==> config.mk <==
export PLATFORM = sky130hd
export DESIGN_NAME = seg_frame_rx
export DESIGN_NICKNAME = d
export VERILOG_FILES = /design/src/rtl/segrx_pkg.sv /design/src/rtl/segrx_sync.sv /design/src/rtl/segrx_capture.sv /design/src/rtl/segrx_latch.sv /design/src/rtl/seg_frame_rx.sv
export SDC_FILE = /design/constraint.sdc
export NUM_CORES = 1
export LEC_CHECK = 0
export ABC_AREA = 1
export BUFFER_PORTS_ARGS = -buffer_cell sky130_fd_sc_hd__clkbuf_2
export CAP_MARGIN = 10
export CORE_MARGIN = 4
export CORE_UTILIZATION = 63
export CTS_CLUSTER_SIZE = 30
export DETAILED_ROUTE_END_ITERATION = 16
export HOLD_SLACK_MARGIN = 0.06
export PLACE_DENSITY = 0.85
export SYNTH_ARGS = -nofsm -noshare
export SYNTH_HDL_FRONTEND = slang
export SYNTH_SLANG_ARGS = --single-unit
==> constraint.sdc <==
create_clock -name clk -period 8.25 [get_ports clk]
set_input_delay 0.4125 -clock clk [delete_from_list [all_inputs] [get_ports clk]]
set_output_delay 0.4125 -clock clk [all_outputs]
set_load 0.05 [all_outputs]
==> src/rtl/segrx_pkg.sv <==
package segrx_pkg;
  localparam int ADDR_W = 8;

  // Bit 0 of this struct is block 0 offset 52 of a display payload.
  typedef struct packed {
    logic       pwr_save;
    logic       seg_off;
    logic       bias_half;
    logic       duty13;
    logic [2:0] pwm_en;
  } ctrl_t;

  localparam int CTRL_W = $bits(ctrl_t);

  localparam ctrl_t CTRL_RST = '{
    pwr_save:  1'b1,
    seg_off:   1'b1,
    bias_half: 1'b1,
    duty13:    1'b0,
    pwm_en:    3'b000
  };
endpackage

==> src/rtl/segrx_sync.sv <==
module segrx_sync #(
  parameter int W      = 3,
  parameter int STAGES = 2
) (
  input  logic         clk,
  input  logic         rst,
  input  logic [W-1:0] d,
  output logic [W-1:0] q
);
  logic [W-1:0] pipe [STAGES];

  always_ff @(posedge clk) begin
    if (rst) begin
      for (int i = 0; i < STAGES; i++) pipe[i] <= '0;
    end else begin
      pipe[0] <= d;
      for (int i = 1; i < STAGES; i++) pipe[i] <= pipe[i-1];
    end
  end

  assign q = pipe[STAGES-1];
endmodule

==> src/rtl/segrx_capture.sv <==
module segrx_capture
  import segrx_pkg::*;
#(
  parameter int BLOCK_BITS    = 64,
  parameter int SEG_PER_BLOCK = 52,
  parameter int MAX_BLOCKS    = 4,
  localparam int DISP_W   = SEG_PER_BLOCK * MAX_BLOCKS,
  localparam int MAX_BITS = BLOCK_BITS * MAX_BLOCKS,
  localparam int CNT_W    = $clog2(MAX_BITS + 1)
) (
  input  logic                clk,
  input  logic                rst,
  input  logic                ce_s,
  input  logic                sclk_s,
  input  logic                sdi_s,
  output logic                frame_end,
  output logic [ADDR_W-1:0]   addr_q,
  output logic [CNT_W-1:0]    bit_cnt,
  output logic                overflow,
  output logic [DISP_W-1:0]   stage_disp,
  output logic [CTRL_W-1:0]   stage_ctrl
);
  localparam int OFF_W = $clog2(BLOCK_BITS);
  localparam int BLK_W = CNT_W - OFF_W;
  localparam int IDX_W = $clog2(DISP_W + BLOCK_BITS);

  logic              ce_d, sclk_d;
  logic [ADDR_W-1:0] addr_sr;
  logic              sclk_rise, ce_rise, full, take, disp_we, ctrl_we;
  logic [OFF_W-1:0]  off;
  logic [BLK_W-1:0]  blk;
  logic [IDX_W-1:0]  wr_idx;

  assign sclk_rise = sclk_s & ~sclk_d;
  assign ce_rise   = ce_s & ~ce_d;
  assign frame_end = ce_d & ~ce_s;
  assign off       = bit_cnt[OFF_W-1:0];
  assign blk       = bit_cnt[CNT_W-1:OFF_W];
  assign full      = (bit_cnt == CNT_W'(MAX_BITS));
  assign take      = ce_s & ce_d & sclk_rise & ~full;
  assign disp_we   = take & (off < OFF_W'(SEG_PER_BLOCK));
  assign ctrl_we   = take & (blk == '0) & (off >= OFF_W'(SEG_PER_BLOCK));
  assign wr_idx    = IDX_W'(blk) * IDX_W'(SEG_PER_BLOCK) + IDX_W'(off);

  always_ff @(posedge clk) begin
    if (rst) begin
      ce_d       <= 1'b0;
      sclk_d     <= 1'b0;
      addr_sr    <= '0;
      addr_q     <= '0;
      bit_cnt    <= '0;
      overflow   <= 1'b0;
      stage_disp <= '0;
      stage_ctrl <= '0;
    end else begin
      ce_d   <= ce_s;
      sclk_d <= sclk_s;
      if (ce_rise) begin
        addr_q   <= addr_sr;
        bit_cnt  <= '0;
        overflow <= 1'b0;
      end else if (ce_s && sclk_rise) begin
        if (full) overflow <= 1'b1;
        else      bit_cnt  <= bit_cnt + 1'b1;
      end else if (!ce_s && sclk_rise) begin
        addr_sr <= {addr_sr[ADDR_W-2:0], sdi_s};
      end
      for (int i = 0; i < DISP_W; i++)
        if (disp_we && wr_idx == IDX_W'(i)) stage_disp[i] <= sdi_s;
      for (int j = 0; j < CTRL_W; j++)
        if (ctrl_we && off == OFF_W'(SEG_PER_BLOCK + j)) stage_ctrl[j] <= sdi_s;
    end
  end
endmodule

==> src/rtl/segrx_latch.sv <==
module segrx_latch
  import segrx_pkg::*;
#(
  parameter int BLOCK_BITS    = 64,
  parameter int SEG_PER_BLOCK = 52,
  parameter int MAX_BLOCKS    = 4,
  parameter int THIRD_BLOCKS  = 3,
  parameter int PWM_BITS      = 8,
  parameter logic [7:0] ADDR_DISP = 8'h41,
  parameter logic [7:0] ADDR_PWM  = 8'h42,
  localparam int DISP_W   = SEG_PER_BLOCK * MAX_BLOCKS,
  localparam int MAX_BITS = BLOCK_BITS * MAX_BLOCKS,
  localparam int CNT_W    = $clog2(MAX_BITS + 1)
) (
  input  logic                clk,
  input  logic                rst,
  input  logic                frame_end,
  input  logic [ADDR_W-1:0]   addr_q,
  input  logic [CNT_W-1:0]    bit_cnt,
  input  logic                overflow,
  input  logic [DISP_W-1:0]   stage_disp,
  input  logic [CTRL_W-1:0]   stage_ctrl,
  output logic [DISP_W-1:0]   disp_q,
  output ctrl_t               ctrl_q,
  output logic                por_hold,
  output logic                pwm_stb,
  output logic [PWM_BITS-1:0] pwm_byte
);
  localparam int OFF_W = $clog2(BLOCK_BITS);
  localparam int BLK_W = CNT_W - OFF_W;

  ctrl_t            new_ctrl;
  logic [BLK_W-1:0] nblk, blk_limit;
  logic             aligned, disp_ok, pwm_ok;

  assign new_ctrl  = ctrl_t'(stage_ctrl);
  assign nblk      = bit_cnt[CNT_W-1:OFF_W];
  assign aligned   = (bit_cnt[OFF_W-1:0] == '0);
  assign blk_limit = new_ctrl.duty13 ? BLK_W'(THIRD_BLOCKS) : BLK_W'(MAX_BLOCKS);
  assign disp_ok   = frame_end && (addr_q == ADDR_DISP) && !overflow && aligned &&
                     (nblk != '0) && (nblk <= blk_limit);
  assign pwm_ok    = frame_end && (addr_q == ADDR_PWM) && !overflow &&
                     (bit_cnt == CNT_W'(PWM_BITS));

  logic [SEG_PER_BLOCK-1:0] blk_q [MAX_BLOCKS];

  for (genvar b = 0; b < MAX_BLOCKS; b++) begin : g_blk
    always_ff @(posedge clk) begin
      if (rst)
        blk_q[b] <= '0;
      else if (disp_ok && nblk > BLK_W'(b))
        blk_q[b] <= stage_disp[b*SEG_PER_BLOCK +: SEG_PER_BLOCK];
    end
    assign disp_q[b*SEG_PER_BLOCK +: SEG_PER_BLOCK] = blk_q[b];
  end

  always_ff @(posedge clk) begin
    if (rst) begin
      ctrl_q   <= CTRL_RST;
      por_hold <= 1'b1;
      pwm_stb  <= 1'b0;
      pwm_byte <= '0;
    end else begin
      pwm_stb <= pwm_ok;
      if (pwm_ok) pwm_byte <= stage_disp[PWM_BITS-1:0];
      if (disp_ok) begin
        ctrl_q   <= new_ctrl;
        por_hold <= 1'b0;
      end
    end
  end
endmodule

==> src/rtl/seg_frame_rx.sv <==
module seg_frame_rx
  import segrx_pkg::*;
#(
  parameter int BLOCK_BITS    = 64,
  parameter int SEG_PER_BLOCK = 52,
  parameter int MAX_BLOCKS    = 4,
  parameter int THIRD_BLOCKS  = 3,
  parameter int SYNC_STAGES   = 2,
  parameter logic [7:0] ADDR_DISP = 8'h41,
  parameter logic [7:0] ADDR_PWM  = 8'h42
) (
  input  logic                                  clk,
  input  logic                                  rst,
  input  logic                                  ce,
  input  logic                                  sclk,
  input  logic                                  sdi,
  output logic [SEG_PER_BLOCK*MAX_BLOCKS-1:0]   disp_bits,
  output logic [2:0]                            pwm_en,
  output logic                                  duty13,
  output logic                                  bias_half,
  output logic                                  seg_off,
  output logic                                  pwr_save,
  output logic                                  por_hold,
  output logic                                  pwm_stb,
  output logic [7:0]                            pwm_byte
);
  localparam int DISP_W   = SEG_PER_BLOCK * MAX_BLOCKS;
  localparam int MAX_BITS = BLOCK_BITS * MAX_BLOCKS;
  localparam int CNT_W    = $clog2(MAX_BITS + 1);

  logic [2:0]        sync_q;
  logic              frame_end, overflow;
  logic [ADDR_W-1:0] addr_q;
  logic [CNT_W-1:0]  bit_cnt;
  logic [DISP_W-1:0] stage_disp;
  logic [CTRL_W-1:0] stage_ctrl;
  ctrl_t             ctrl_q;

  segrx_sync #(.W(3), .STAGES(SYNC_STAGES)) u_sync (
    .clk (clk),
    .rst (rst),
    .d   ({ce, sclk, sdi}),
    .q   (sync_q)
  );

  segrx_capture #(
    .BLOCK_BITS(BLOCK_BITS), .SEG_PER_BLOCK(SEG_PER_BLOCK), .MAX_BLOCKS(MAX_BLOCKS)
  ) u_cap (
    .clk        (clk),
    .rst        (rst),
    .ce_s       (sync_q[2]),
    .sclk_s     (sync_q[1]),
    .sdi_s      (sync_q[0]),
    .frame_end  (frame_end),
    .addr_q     (addr_q),
    .bit_cnt    (bit_cnt),
    .overflow   (overflow),
    .stage_disp (stage_disp),
    .stage_ctrl (stage_ctrl)
  );

  segrx_latch #(
    .BLOCK_BITS(BLOCK_BITS), .SEG_PER_BLOCK(SEG_PER_BLOCK), .MAX_BLOCKS(MAX_BLOCKS),
    .THIRD_BLOCKS(THIRD_BLOCKS), .PWM_BITS(8), .ADDR_DISP(ADDR_DISP), .ADDR_PWM(ADDR_PWM)
  ) u_latch (
    .clk        (clk),
    .rst        (rst),
    .frame_end  (frame_end),
    .addr_q     (addr_q),
    .bit_cnt    (bit_cnt),
    .overflow   (overflow),
    .stage_disp (stage_disp),
    .stage_ctrl (stage_ctrl),
    .disp_q     (disp_bits),
    .ctrl_q     (ctrl_q),
    .por_hold   (por_hold),
    .pwm_stb    (pwm_stb),
    .pwm_byte   (pwm_byte)
  );

  assign pwm_en    = ctrl_q.pwm_en;
  assign duty13    = ctrl_q.duty13;
  assign bias_half = ctrl_q.bias_half;
  assign seg_off   = ctrl_q.seg_off;
  assign pwr_save  = ctrl_q.pwr_save;
endmodule

==> impl_metrics.csv, run 1 <==
group,metric,value,unit
die,die_y,191.7,µm
routing,viasPerCell,5.474,
setup_path,path_max_fanout,26,
sta,period_minus_slack,4.075,ns
finish,final_cell_mix,"nor2_1, inv_1, nand2_1",
flow_run,drv_cap,0,
synthesis,synth_edf_count,208,
finish,nets,2466,
global_route,overflow,0,
sta,fin_crit_sh,49.39,%
clock_network,clk_latency,0.56,ns
die,start_util,64.66,%
status,status,"finished, final reports clean",
sta,slew_viol_final,0,
routing,wl_per_cell,17.22,µm
routing,vias,15950,
power_and_ir_drop,power_density,207.8,mW/mm²
sta,skew,0.02321,ns
setup_path,worstSetupStartpointType,"register",
routing,route.detailed.drc,0,
power_and_ir_drop,p_leak,8.669,nW
setup_path,cp.required,8.70,ns
routing,top_layer,"met4",
synthesis,ys_types,42,
routing,firstDrtPassIters,6,
finish,area_delta_synth_final,11.23,%
synthesis,yosys_warnings,0,
sta,fin_tns_setup,0,ns
clock_network,cts.clk_slew.worst_paths,0.07,ns
die,ios,230,
finish,drive_above_1_share,21.16,%
sta,relSlewSlack,15.71,%
routing,wl_met3,4.149,mm
clock_network,cts_setup_buffers,0,
synthesis,netlist_area,0.02125,mm²
global_route,track_usage,26.92,%
power_and_ir_drop,p_total,4.912,mW
finish,nFillCells,2385,
synthesis,async_flop_share,0,%
global_route,grt_pass1_vias,15280,
global_route,grt_pass1_wl,79.44,mm
setup_path,crit_type,"register to register",
setup_path,cp-end-kind,"register",
place,numPortBuffers,229,
clock_network,cts_buffer_depth,3,
clock_network,cts_root_buf,"clkbuf_16",
setup_path,arrival,4.53,ns
sta,hold_viol,0,
die,core_area,0.03287,mm²
place,place_congestion,0.9052,
sta,setup_viol,0,
die,dieArea,0.03674,mm²
global_route,antenna_found_initial,0,
synthesis,synth_xor_area_share,0.1236,%
routing,final_antenna_net_count,0,
routing,wl_met2,24.25,mm
clock_network,cts_buffers,47,
finish,mostFrequentLayoutCell,"nor2_1",
synthesis,synthMuxAreaShare,0,%
power_and_ir_drop,ir_drop,0.0001569,V
clock_network,cts_tree,"built",
synthesis,yosysSeqAreaShare,54.44,%
min_path,min_path_type,"register to register",
sta,fmax,245.4,MHz
synthesis,synth_top_family_by_area,"simple AND/OR/NAND/NOR gates",
synthesis,postSynthAreaPerCell,9.305,µm²
place,dpl_cell_area,0.02201,mm²
synthesis,synth_compound_area_share,6.694,%
synthesis,synth-adder-area-share,1.660,%
routing,drt-met1-wl,19.88,mm
routing,wl,50.19,mm
synthesis,synthCells,2284,
routing,drt-initial-drc-count,1548,
die,rows,66,
clock_network,cts.sinks,474,
synthesis,ys.flop_type,"dfxtp_1",
clock_network,h-tree-depth,2,
die,die_w,191.7,µm
finish,diodes,0,
sta,rsz0062_at_grt,"no",
synthesis,synth_nets,2316,
synthesis,synth.ff_latch_count,474,
sta,worstMarginPinSlew,1.263,ns
place,hpwl,30.48,mm
finish,stdcell_area,0.02364,mm²
synthesis,synth-simple-area-share,26.73,%
global_route,grt_max_degree,122,
layer usage:
metal	global-route usage [%]	vias to the layer above
met2	44.87	728
met4	10.97	0
met3	4.671	116
met5	0	-
li1	-	7610
met1	35.05	7497
critical path: stages (launching register included):
cell and delay, ns:
dfxtp_1 0.54, inv_1 0.23, ha_1 0.33, ha_1 0.20, inv_1 0.08, fa_1 0.47
inv_1 0.17, nand3_1 0.10, nand2_1 0.12, nand3_4 0.54, nor2_4 0.88, nand3_1 0.14
nand2_1 0.11, nor2_1 0.07
report_power, final:
group | switching, mW | internal (mW) | leakage (nW) | total (mW)
combinational | 0.262 | 0.0512 | 3.74 | 0.313
sequential | 0.0227 | 2.50 | 4.18 | 2.52
clock | 0.888 | 1.19 | 0.747 | 2.08
total | 1.17 | 3.74 | 8.67 | 4.91
sequential cells by signal, summed over array words and instances, names as in the netlist:
name	cells
u_cap.stage_disp	208
u_latch.blk_q	208
u_cap.bit_cnt	9
u_cap.addr_q	8
u_cap.addr_sr	8
u_latch.pwm_byte	8
u_cap.stage_ctrl	7
u_latch.ctrl_q	7
u_sync.pipe	6
u_cap.ce_d	1
u_cap.overflow	1
u_cap.sclk_d	1
u_latch.por_hold	1
u_latch.pwm_stb	1
cell families after synthesis:
logic type                 after synthesis
DFF                                    474
xor gates and xnor gates                 3
adders and majority gates               27
and+or+nand+nor                       1066
buffers and inverters                  438
AOI/OAI and AO/OA                      276
path summary, 6_finish.rpt:
| check | start | to | slack [ns] | depth (start not counted) |
|---|---|---|---|---|
| worst min-delay path | u_sync.pipe[0][2] | u_sync.pipe[0][5] | 0.41 | 2 |
| worst max register to register | u_cap.bit_cnt[7] | u_cap.stage_disp[19] | 4.18 | 13 |
| worst min register to register | u_sync.pipe[0][2] | u_sync.pipe[0][5] | 0.41 | 2 |
| worst max-delay path | u_cap.bit_cnt[7] | u_cap.stage_disp[19] | 4.18 | 13 |
cells in the mapped netlist, drive strengths merged (2+ instances only):
library cell / number / area [µm²]
a21oi: 238 / 1191
edfxtp: 208 / 6246
clkbuf: 48 / 180.2
ha: 25 / 312.8
inv: 288 / 1081
nand3b: 7 / 65.06
fa: 2 / 40.04
nand4: 10 / 62.56
nor2: 498 / 3040
nor3b: 2 / 15.01
o21ai: 25 / 132.6
nand3: 240 / 1226
buf: 101 / 934.6
dfxtp: 266 / 5325
a211oi: 12 / 90.09
nor4: 4 / 46.29
nand2: 290 / 1140
and2: 2 / 12.51
xor2: 3 / 26.28
nor3: 11 / 60.06
layout make-up:
type	instances	area [µm²]	share of cell area, %
Timing Repair Buffer	250	1356	5.738
Sequential cell	474	11570	48.95
Inverter	289	1095	4.631
Clock inverter	25	192.7	0.8151
Multi-Input combinational cell	1372	7555	31.96
Clock buffer	62	1316	5.568
Tap cell	442	553.0	2.339
metrics by stage:
step                hold WS [ns]  setup WS, ns  util [%]  cells
CTS                       0.4037         4.216     71.65   2908
finish                    0.4069         4.175     71.92   2914
detailed placement        0.3978         4.238     66.97   2818
global route              0.4266         3.899     71.92   2914
floorplan                 0.3883         5.258         -   2284
global placement          0.3917         4.395     66.97   2818
what timing repair did:
action / 4_1_cts / 5_1_grt
gates resized for setup: 0 / 0
endpoints found under the hold margin: 3 / 0
hold buffers: 3 / 0
setup endpoints to repair: 0 / 0
(Power assumes the default switching activity.)
==> run 2: changes to the inputs <==
--- a/config.mk
+++ b/config.mk
@@ -5,15 +5,15 @@
 export SDC_FILE = /design/constraint.sdc
 export NUM_CORES = 1
 export LEC_CHECK = 0
-export ABC_AREA = 1
+export ABC_AREA = 0
 export BUFFER_PORTS_ARGS = -buffer_cell sky130_fd_sc_hd__clkbuf_2
 export CAP_MARGIN = 10
 export CORE_MARGIN = 4
-export CORE_UTILIZATION = 63
+export CORE_UTILIZATION = 52
 export CTS_CLUSTER_SIZE = 30
 export DETAILED_ROUTE_END_ITERATION = 16
 export HOLD_SLACK_MARGIN = 0.06
-export PLACE_DENSITY = 0.85
+export PLACE_DENSITY = 0.75
 export SYNTH_ARGS = -nofsm -noshare
 export SYNTH_HDL_FRONTEND = slang
 export SYNTH_SLANG_ARGS = --single-unit
==> constraint.sdc (replaced) <==
create_clock -name clk -period 3.5 [get_ports clk]
set_input_delay 0.175 -clock clk [delete_from_list [all_inputs] [get_ports clk]]
set_output_delay 0.175 -clock clk [all_outputs]
set_load 0.05 [all_outputs]
==> impl_metrics.csv, run 2 <==
group,metric,value,unit
routing,wl,57.39,mm
place,place_congestion,0.8951,
min_path,hp-start,"sdi",
synthesis,synth.ff_latch_count,474,
synthesis,netlist.area_leader.share,32.54,%
setup_path,timing.rr.end,"u_cap.stage_disp[77]",
synthesis,postSynthAreaPerCell,10.57,µm²
power_and_ir_drop,p_comb_share,6.3,%
synthesis,synth_xor_area_share,0.6323,%
finish,fin_cells,2540,
sta,relSlewSlack,36.09,%
sta,period_minus_slack,3.345,ns
synthesis,yosysSeqAreaShare,60.28,%
power_and_ir_drop,clkPwrFrac,43.2,%
finish,nets,2065,
synthesis,synth_top_family_by_area,"simple AND/OR/NAND/NOR gates",
sta,skew,0.02802,ns
global_route,grt_pass1_wl,87.44,mm
die,core_area,0.03652,mm²
clock_network,cts_tree,"built",
synthesis,synth_edf_count,208,
finish,drive_above_1_share,20.99,%
setup_path,arrival,3.78,ns
clock_network,cts_buffer_depth,3,
routing,drt-initial-drc-count,2137,
place,hpwl,35.93,mm
synthesis,synth-adder-area-share,1.838,%
routing,route.detailed.drc,0,
finish,final_cell_mix,"dfxtp_1, clkbuf_2, a21oi_1",
setup_path,path_max_fanout,31,
flow_run,drv_cap,0,
routing,firstDrtPassIters,6,
synthesis,netlist_area,0.01919,mm²
synthesis,ys_top_cells_by_count,"dfxtp_1, a21oi_1, edfxtp_1",
clock_network,cts_setup_buffers,0,
synthesis,synth_compound_area_share,13.56,%
finish,largestRegisters,"u_cap.stage_disp: 208 flops, u_latch.blk_q: 208 flops, u_cap.bit_cnt: 9 flops",
global_route,grt_pass1_vias,14750,
die,dieArea,0.04005,mm²
setup_path,cp.required,3.93,ns
synthesis,synthCells,1816,
setup_path,rr_startpoint,"u_cap.bit_cnt[7]",
sta,hold_viol,0,
power_and_ir_drop,seq_power_share,50.5,%
clock_network,cts_buffers,47,
power_and_ir_drop,power_density,517.2,mW/mm²
min_path,min_path_type,"input pin to register",
global_route,grt_max_degree,137,
sta,fin_tns_setup,0,ns
synthesis,ys_types,61,
setup_path,r2r_cells,12,
min_path,holdPathStages,3,
routing,vias,15620,
setup_path,crit_type,"register to register",
die,start_util,52.56,%
place,placed_cells_incl_taps,2448,
place,numPortBuffers,229,
sta,worstMarginPinSlew,0.9575,ns
synthesis,yosys_warnings,0,
synthesis,synth_area_leaders,"edfxtp_1, dfxtp_1, a21oi_1",
die,rows,70,
status,status,"finished, final reports clean",
synthesis,synth-simple-area-share,17.37,%
power_and_ir_drop,netSwitchingPower,2.820,mW
power_and_ir_drop,swShare,23.95,%
setup_path,cp-end-kind,"register",
power_and_ir_drop,ir_drop,0.0003255,V
synthesis,ys.flop_type,"dfxtp_1",
routing,wl_per_cell,22.59,µm
sta,setup_viol,0,
min_path,hold_end,"u_sync.pipe[0][0]",
finish,diodes,0,
power_and_ir_drop,p_leak,8.745,nW
synthesis,yosysTopAreaCell,"edfxtp_1",
sta,fmax,298.9,MHz
clock_network,cts.sinks,474,
global_route,track_usage,27.29,%
synthesis,synthMuxAreaShare,1.610,%
setup_path,worstSetupStartpointType,"register",
routing,viasPerCell,6.148,
setup_path,rrSetupSlack,0.15,ns
die,die_w,200.1,µm
sta,fin_crit_sh,95.58,%
synthesis,async_flop_share,0,%
global_route,overflow,0,
synthesis,synth_nets,1848,
finish,mostFrequentLayoutCell,"dfxtp_1",
clock_network,cts_root_buf,"clkbuf_16",
clock_network,cts.clk_slew.worst_paths,0.06,ns
clock_network,h-tree-depth,2,
global_route,antenna_found_initial,1,
sta,slew_viol_final,0,
finish,area_delta_synth_final,18.59,%
routing,final_antenna_net_count,0,
die,ios,230,
die,die_y,200.1,µm
power_and_ir_drop,internal-power,8.954,mW
synthesis,synth.most_common_cell,"dfxtp_1",
clock_network,clk_latency,0.59,ns
run 2: cell type report:
type                       instances  area [µm²]
tap                              468       585.6
sequential                       474       11580
timing repair buffer             335        2146
clock inverter                    21       221.5
fill                            2882       13760
clock buffer                      67        1333
multi-input combinational       1158        6838
inverter                          17       63.81
run 2: layer usage:
metal,part of all wire [%],wire length [µm],track usage (%),vias up
met2,46,26670,43.61,970
li1,-,-,-,7041
met4,4.0,2299,11.29,0
met1,40,22720,36.95,7457
met5,0,0,0,-
met3,9.9,5693,5.197,148
run 2: timing repair:
item / CTS / global route
endpoints found under the setup margin: 13 / 181
hold endpoints to repair: 8 / 0
gates resized for setup: 3 / 14
hold buffers: 4 / 0
pin swaps: 0 / 0
run 2: worst max-delay path: stages, from the launching register on:
cell,delay (ns)
dfxtp_1,0.33
inv_1,0.10
ha_1,0.30
ha_1,0.33
ha_1,0.39
a21o_1,0.25
o211ai_1,0.20
o32a_1,0.19
buf_4,0.30
nand3_1,0.29
buf_12,0.24
o21ai_0,0.18
a21oi_1,0.10
run 2: cell families after synthesis:
family	count (synthesis)
compound gates	490
xor+xnor	13
fa+ha+maj	27
flops	474
buf+inv	184
mux	28
simple gates	600
run 2: worst max-delay path by stage:
| stage | end | startpoint |
|---|---|---|
| global route | u_cap.stage_disp[61] | u_cap.bit_cnt[6] |
| global placement | u_cap.stage_disp[145] | u_cap.bit_cnt[7] |
| finish | u_cap.stage_disp[77] | u_cap.bit_cnt[7] |
| detailed placement | u_cap.stage_disp[147] | u_cap.bit_cnt[7] |
| floorplan | u_latch.blk_q[2][0] | u_cap.bit_cnt[0] |
| CTS | u_cap.stage_disp[189] | u_cap.bit_cnt[8] |
run 2: power by group through the flow:
| stage | clock (mW) | combinational [mW] | sequential, mW |
|---|---|---|---|
| after CTS | 5.12 | 0.744 | 5.95 |
| after global routing | 5.37 | 0.764 | 5.95 |
| after detailed placement | 0 | 0.739 | 6.07 |
| final | 5.09 | 0.742 | 5.95 |
| after floorplan | 0 | 0.115 | 6.51 |
| after global placement | 0 | 0.733 | 6.07 |
run 2: through the flow:
stage	total power, mW	setup WS, ns	util, %	area (µm²)	hold WS (ns)
2_1_floorplan	6.622	0.1182	-	19190	0.3032
5_1_grt	12.09	-0.01020	62.33	22760	0.3808
6_report	11.77	0.1548	62.33	22760	0.3685
3_3_place_gp	6.800	0.1066	57.70	21070	0.3947
3_5_place_dp	6.806	-0.03163	57.70	21070	0.4009
4_1_cts	11.82	0.03593	62.10	22680	0.3489
==> run 3: changes to the inputs <==
--- a/config.mk
+++ b/config.mk
@@ -14,6 +14,7 @@
 export DETAILED_ROUTE_END_ITERATION = 16
 export HOLD_SLACK_MARGIN = 0.06
 export PLACE_DENSITY = 0.75
+export REMOVE_ABC_BUFFERS = 1
 export SYNTH_ARGS = -nofsm -noshare
 export SYNTH_HDL_FRONTEND = slang
 export SYNTH_SLANG_ARGS = --single-unit
==> impl_metrics.csv, run 3 (synthesis results as in run 2) <==
group,metric,value,unit
status,status,"finished, final reports clean",
setup_path,path_max_fanout,10,
setup_path,timing.critical_path.cells,"inv_1 > ha_1 > ha_1 > inv_1 > fa_1 > xnor2_4 > o221ai_4 > nor4_1 > and2_2 > buf_4 > nand3_1 > a21oi_1",
sta,period_minus_slack,3.406,ns
setup_path,worstSetupStartpointType,"register",
routing,viasPerCell,6.071,
global_route,grt_pass1_wl,85.40,mm
global_route,track_usage,26.67,%
power_and_ir_drop,ir_drop,0.0003936,V
finish,area_delta_synth_final,18.34,%
sta,slew_viol_final,0,
routing,final_antenna_net_count,0,
sta,fin_crit_sh,97.30,%
setup_path,arrival,3.89,ns
setup_path,critical-path-max-stage-delay,0.49,ns
sta,setup_viol,0,
finish,diodes,0,
routing,firstDrtPassIters,6,
die,ios,230,
finish,final_cell_mix,"dfxtp_1, clkbuf_2, a21oi_1",
die,start_util,52.56,%
setup_path,endpoint,"u_cap.stage_disp[136]",
setup_path,crit_path_top_delay_cell,"fa_1",
setup_path,rr_startpoint,"u_cap.bit_cnt[7]",
sta,worstMarginPinSlew,1.006,ns
setup_path,timing.rr.end,"u_cap.stage_disp[136]",
setup_path,cp.required,3.98,ns
die,core_area,0.03652,mm²
routing,wl_per_cell,21.91,µm
flow_run,drv_cap,0,
setup_path,r2r_cells,12,
sta,hold_viol,0,
finish,mostFrequentLayoutCell,"dfxtp_1",
sta,fmax,293.6,MHz
sta,skew,0.02199,ns
clock_network,cts_buffers,47,
setup_path,cp-end-kind,"register",
clock_network,clk_latency,0.57,ns
place,place_ws,-0.09308,ns
global_route,grt_pass1_vias,14590,
clock_network,cts_tree,"built",
clock_network,h-tree-depth,2,
die,die_w,200.1,µm
clock_network,cts_buffer_depth,3,
clock_network,cts_root_buf,"clkbuf_16",
clock_network,cts.sinks,474,
routing,vias,15460,
routing,drt-initial-drc-count,1810,
finish,largestRegisters,"u_cap.stage_disp: 208 flops, u_latch.blk_q: 208 flops, u_cap.bit_cnt: 9 flops",
power_and_ir_drop,power_density,513.2,mW/mm²
global_route,antenna_found_initial,0,
clock_network,cts.clk_slew.worst_paths,0.06,ns
place,numPortBuffers,229,
power_and_ir_drop,p_leak,8.748,nW
global_route,overflow,0,
setup_path,startpoint,"u_cap.bit_cnt[7]",
finish,drive_above_1_share,21.50,%
setup_path,rrSetupSlack,0.09,ns
min_path,min_path_type,"input pin to register",
sta,relSlewSlack,32.95,%
global_route,grt_max_degree,102,
die,die_y,200.1,µm
die,rows,70,
place,place_congestion,0.9121,
sta,timing.final.ws_setup,0.09438,ns
sta,rsz0062_at_grt,"yes",
die,dieArea,0.04005,mm²
finish,nets,2073,
routing,wl,55.80,mm
routing,route.detailed.drc,0,
setup_path,crit_type,"register to register",
place,hpwl,36.09,mm
sta,hold_ws,0.1853,ns
-- run 3: through the flow --
| stage | total power, mW | cell area [µm²] | TNS (ns) | cells | utilization (%) |
|---|---|---|---|---|---|
| after floorplan | 6.577 | 18360 | -322.41 | 1649 | - |
| final | 11.66 | 22710 | 0 | 2547 | 62.19 |
| after global routing | 12.00 | 22710 | -0.02582 | 2547 | 62.19 |
| after global placement | 6.796 | 21040 | -0.02294 | 2452 | 57.62 |
| after CTS | 11.71 | 22610 | -0.02200 | 2542 | 61.90 |
| after detailed placement | 6.804 | 21040 | -1.711 | 2452 | 57.62 |
-- run 3: repair_timing --
| item | in CTS | in global routing |
|---|---|---|
| hold endpoints to repair | 3 | 0 |
| hold buffers | 3 | 0 |
| buffers inserted | 0 | 5 |
| setup endpoints to repair | 51 | 160 |
| pin swaps | 0 | 2 |
| gates resized for setup | 6 | 10 |
-- run 3: worst min path at each step --
| stage | start | to | depth (start not counted) |
|---|---|---|---|
| floorplan | rst | u_cap.addr_q[0] | 1 |
| detailed placement | sclk | u_sync.pipe[0][1] | 2 |
| CTS | rst | u_sync.pipe[0][0] | 2 |
| global placement | sclk | u_sync.pipe[0][1] | 2 |
| finish | rst | u_sync.pipe[0][0] | 2 |
| global route | rst | u_cap.stage_ctrl[0] | 2 |
-- run 3: layout make-up --
type	instances	area, µm²
fill	2900	13810
timing repair buffer	343	2156
clock inverter	23	191.4
inverter	17	63.81
tap	468	585.6
clock buffer	64	1333
multi-input combinational	1158	6809
sequential	474	11580
-- run 3: critical path, delay by kind of cell, from the launching register on --
family / cells / cell delay, ns
xor gates and xnor gates: 1 / 0.33
AOI/OAI and AO/OA: 2 / 0.46
and+or+nand+nor: 3 / 0.88
DFF: 1 / 0.32
buffers and inverters: 3 / 0.36
adders and majority gates: 3 / 0.97
-- run 3: routing by layer --
| metal | vias to the layer above | GRT usage, % | wire, µm |
|---|---|---|---|
| met5 | - | 0 | 0 |
| met4 | 0 | 9.811 | 1735 |
| met3 | 109 | 5.116 | 4927 |
| met2 | 826 | 42.82 | 26320 |
| met1 | 7470 | 36.44 | 22810 |
| li1 | 7058 | - | - |
-- run 3: power by group --
part	total [mW]	leakage (nW)	internal [mW]	switching, mW
Clock	4.97	0.742	2.89	2.09
Combinational	0.740	3.89	0.110	0.630
Sequential	5.94	4.12	5.89	0.0557
Total	11.7	8.75	8.88	2.77
